[src/rtl/nand_bridge.sv]
module nand_bridge #(
  parameter int NUM_CS  = 4,
  parameter int ADDR_W  = 16,
  parameter int SEC_BIT = 14,
  parameter int PULSE   = 2,
  localparam int CSW    = (NUM_CS > 1) ? $clog2(NUM_CS) : 1,
  localparam int CW     = $clog2(PULSE + 1)
) (
  input  logic              clk,
  input  logic              rst_n,
  input  logic              bus_req,
  input  logic              bus_reg,
  input  logic              bus_we,
  input  logic [CSW-1:0]    bus_cs,
  input  logic [ADDR_W-1:0] bus_addr,
  input  logic [1:0]        bus_size,
  input  logic [31:0]       bus_wdata,
  output logic [31:0]       bus_rdata,
  output logic              bus_ready,
  output logic [NUM_CS-1:0] nand_ce_n,
  output logic              nand_ce2_n,
  output logic              nand_cle,
  output logic              nand_ale,
  output logic              nand_we_n,
  output logic              nand_re_n,
  output logic [7:0]        nand_dout,
  output logic              nand_doe,
  input  logic [7:0]        nand_din,
  input  logic              nand_rb
);

  typedef enum logic [1:0] {S_IDLE, S_LOW, S_HIGH} st_t;

  st_t               st;
  logic [CW-1:0]     cnt;
  logic [1:0]        idx, last;
  logic              wr, rb_s1, rb_s2;
  logic [31:0]       wdat, rdat;
  logic [NUM_CS-1:0] ctrl;

  wire phase_end = (cnt == CW'(PULSE - 1));

  assign nand_we_n = !(st == S_LOW && wr);
  assign nand_re_n = !(st == S_LOW && !wr);
  assign nand_doe  = (st != S_IDLE) && wr;
  assign nand_dout = wdat[{idx, 3'b000} +: 8];
  assign bus_rdata = rdat;

  always_ff @(posedge clk or negedge rst_n) begin
    if (!rst_n) begin
      st         <= S_IDLE;
      cnt        <= '0;
      idx        <= '0;
      last       <= '0;
      wr         <= 1'b0;
      wdat       <= '0;
      rdat       <= '0;
      ctrl       <= '0;
      rb_s1      <= 1'b0;
      rb_s2      <= 1'b0;
      bus_ready  <= 1'b0;
      nand_ce_n  <= '1;
      nand_ce2_n <= 1'b1;
      nand_cle   <= 1'b0;
      nand_ale   <= 1'b0;
    end else begin
      rb_s1     <= nand_rb;
      rb_s2     <= rb_s1;
      bus_ready <= 1'b0;
      unique case (st)
        S_IDLE: if (bus_req) begin
          if (bus_reg) begin
            bus_ready <= 1'b1;
            rdat      <= bus_addr[2] ? {31'b0, rb_s2} : 32'(ctrl);
            if (bus_we && !bus_addr[2]) ctrl <= bus_wdata[NUM_CS-1:0];
          end else if (!ctrl[bus_cs]) begin
            bus_ready <= 1'b1;
            rdat      <= '0;
          end else begin
            st         <= S_LOW;
            cnt        <= '0;
            idx        <= '0;
            last       <= (bus_size == 2'd0) ? 2'd0 : (bus_size == 2'd1) ? 2'd1 : 2'd3;
            wr         <= bus_we;
            wdat       <= bus_wdata;
            rdat       <= '0;
            nand_ce_n  <= bus_addr[SEC_BIT] ? '1 : ~(NUM_CS'(1) << bus_cs);
            nand_ce2_n <= !bus_addr[SEC_BIT];
            nand_cle   <= bus_addr[4];
            nand_ale   <= bus_addr[3] && !bus_addr[4];
          end
        end
        S_LOW: begin
          if (phase_end) begin
            cnt <= '0;
            st  <= S_HIGH;
            if (!wr) rdat[{idx, 3'b000} +: 8] <= nand_din;
          end else cnt <= cnt + 1'b1;
        end
        S_HIGH: begin
          if (phase_end) begin
            cnt <= '0;
            if (idx == last) begin
              st         <= S_IDLE;
              bus_ready  <= 1'b1;
              nand_ce_n  <= '1;
              nand_ce2_n <= 1'b1;
              nand_cle   <= 1'b0;
              nand_ale   <= 1'b0;
            end else begin
              idx <= idx + 1'b1;
              st  <= S_LOW;
            end
          end else cnt <= cnt + 1'b1;
        end
        default: st <= S_IDLE;
      endcase
    end
  end

endmodule


[config.mk]
export PLATFORM = sky130hd
export DESIGN_NAME = nand_bridge
export DESIGN_NICKNAME = d
export VERILOG_FILES = /design/src/rtl/nand_bridge.sv
export SDC_FILE = /design/constraint.sdc
export NUM_CORES = 1
export LEC_CHECK = 0
export ABC_CLOCK_PERIOD_IN_PS = 2200
export BUFFER_PORTS_ARGS = -buffer_cell sky130_fd_sc_hd__buf_4
export CORE_AREA = 3 3 98 100
export CTS_CLUSTER_DIAMETER = 40
export DETAILED_ROUTE_END_ITERATION = 10
export DIE_AREA = 0 0 101 103
export PLACE_DENSITY = 0.75
export SLEW_MARGIN = 10
export SYNTH_ARGS = -nofsm -noshare
export SYNTH_HDL_FRONTEND = slang
export SYNTH_SLANG_ARGS = --single-unit
[constraint.sdc]
create_clock -name clk -period 2.2 [get_ports clk]
set_input_delay 0.44 -clock clk [delete_from_list [all_inputs] [get_ports clk]]
set_output_delay 0.44 -clock clk [all_outputs]
set_load 0.01 [all_outputs]
==> results.json <==
{
  "root_buffer": "clkbuf_8",
  "clkTransAtPathRegs_ns": 0.09,
  "ys_async_sr_fraction_pct": 100,
  "wl_per_cell_um": 16.6,
  "seq_area_frac_synth_pct": 52.9,
  "worstPathRequired_ns": 2.44,
  "netlist_area_um2": 4130,
  "period_share_pct": 93.6,
  "row_count": 34,
  "power.density_nw_per_um2": 1220,
  "arrival_ns": 2.30,
  "syn_nets": 400,
  "clk_path_buf_depth": 2,
  "portBuffers": 104,
  "yosysTopAreaCellShare_pct": 49.7,
  "synth_cells": 325,
  "ios": 117,
  "routed_wl_um": 9220,
  "gr-usage-all-layers_pct": 18.6,
  "hold_class": "in2async",
  "synth_common_cells": "dfrtp_1, nand2_1, mux2_4",
  "die_y_um": 103,
  "cts_tree": "built",
  "endpoint_kind": "register",
  "dieArea_um2": 10400,
  "cts_resized": 0,
  "report.final.setup_viol": 0,
  "nets": 516,
  "slew_viol_final": 0,
  "start_kind": "register",
  "synthFlopType": "dfrtp_1",
  "ys_warn_count": 0,
  "grt_max_degree": 52,
  "synth_area_per_cell_um2": 12.7,
  "drt-met1-wl_um": 4040,
  "dr_wl_met2_um": 4370,
  "vias": 2926,
  "coreArea_um2": 8760,
  "maxUsedRoutingLayer": "met4",
  "post_cts_buffers": 0,
  "leakage_nw": 2.58,
  "hold_violations": 0,
  "synth_top_cell_by_area": "dfrtp_1",
  "synth_seq_cells": 87,
  "cap_violations": 0,
  "vias_per_cell": 5.28,
  "outcome": "complete, no violations",
  "slew-limit-headroom_pct": 57.5,
  "worstPathMaxFanout": 36,
  "synth_cell_types": 44,
  "yosysMostFrequentCell": "dfrtp_1",
  "fmaxAchievable_ghz": 0.485,
  "worstMarginPinSlew_ns": 0.637,
  "cts.sinks": 87,
  "critical_path_class": "reg2reg",
  "drtIter0Drc": 123,
  "hold_buffers": 0,
  "area_growth_pct": 28.1,
  "ant_nets": 0,
  "layout-drive-gt1-share_pct": 43.9,
  "initial_core_util_pct": 47.1,
  "hpwl_um": 6910,
  "diodes": 0,
  "grt_overflow": 0,
  "period_needed_ns": 2.06,
  "fp.dieW_um": 101,
  "ir_drop_uv": 676,
  "reg2reg_depth": 6,
  "remaining_drc_errors": 0,
  "fin_worst_skew_ns": 0.0151,
  "pre_cts_slack_ns": 0.0773,
  "antenna_found_initial": 0,
  "grt_pass1_wl_um": 15000,
  "ys_top_cells_by_area": "dfrtp_1, mux2_4, mux4_2",
  "fin_tns_setup_ns": 0,
  "ctsHtreeMaxLevel": 3,
  "fill_cells": 706,
  "worst_slack_ns": 0.140,
  "worstSkewPairLatency_ns": 0.35,
  "grt_setup_unrepaired": "no",
  "place.gp.congestion": 0.864,
  "grt_pass1_vias": 3009,
  "wl_met3_um": 740,
  "dr.pass1.iters": 4,
  "synth_edf_count": 0,
  "power_mw": 6.43,
  "cts_made_buffers": 9
}
==> worst max-delay path, cell delays in order, from the launching register on <==
cell and delay (ns):
dfrtp_1 0.41, inv_1 0.11, ha_1 0.22, nand2_1 0.11, or3b_2 0.54, buf_12 0.22, mux2_4 0.33
==> sequential cells by signal, indices dropped and copies added (netlist names), 2 cells and up <==
signal     count
idx            2
last           2
nand_ce_n      4
bus_rdata     32
st             2
ctrl           4
cnt            2
wdat          32
==> path summary, 6_finish.rpt <==
check                         from            end  slack, ns
max                          st[1]        wdat[1]       0.14
min                          rst_n  bus_rdata[11]       0.10
max reg2reg                  st[1]        wdat[1]       0.14
min reg2reg                  rb_s1          rb_s2       0.37
max in group asynchronous    rst_n             wr       1.46
min in group clk           nand_rb          rb_s1       0.19
==> metal layers <==
metal | GRT usage (%) | up-vias
met2 | 30.7 | 111
met4 | 5.83 | 0
met1 | 23.9 | 1426
met3 | 5.21 | 6
met5 | 0 | -
li1 | - | 1383
==> metrics by stage <==
stage | cell area, um2 | cells | util (%) | hold slack [ns]
final | 5280 | 554 | 60.3 | 0.105
after global routing | 5280 | 554 | 60.3 | 0.133
after detailed placement | 5070 | 538 | 57.9 | 0.350
after floorplan | 4130 | 325 | - | 0.144
after CTS | 5280 | 554 | 60.3 | 0.120
after global placement | 5070 | 538 | 57.9 | 0.335
==> power breakdown <==
group | total [mW] | switching, mW | internal (mW)
Sequential | 2.46 | 0.337 | 2.12
Combinational | 2.81 | 1.25 | 1.56
Clock | 1.15 | 0.562 | 0.590
==> final cells by class <==
type	instances	area, um2	area share (%)
Clock buffer	12	155	2.94
Clock inverter	4	53.8	1.02
Sequential cell	87	2180	41.3
Multi-Input combinational cell	206	1770	33.4
Inverter	17	63.8	1.21
Tap cell	108	135	2.56
Timing Repair Buffer	120	926	17.5
==> cells in the final DEF (no fill, tap or decap), drive strengths merged, types with 6 or more instances in the layout <==
| master | n |
|---|---|
| a22o | 8 |
| nand2 | 36 |
| nand3 | 11 |
| ha | 9 |
| mux2i | 6 |
| inv | 17 |
| dfrtp | 82 |
| mux4 | 9 |
| nor2 | 6 |
| nand2b | 8 |
| o21ai | 25 |
| buf | 120 |
| mux2 | 44 |
| clkbuf | 12 |
==> kinds of logic after synthesis <==
logic type	count (synthesis)	share of synthesized area, %
AOI/OAI and AO/OA	53	8.25
xor gates and xnor gates	2	0.425
adders and majority gates	9	2.73
buffers and inverters	32	4.28
DFF	87	52.9
muxes	59	20.9
and+or+nand+nor	83	10.5
No activity file was read; power rests on OpenSTA's default activity.
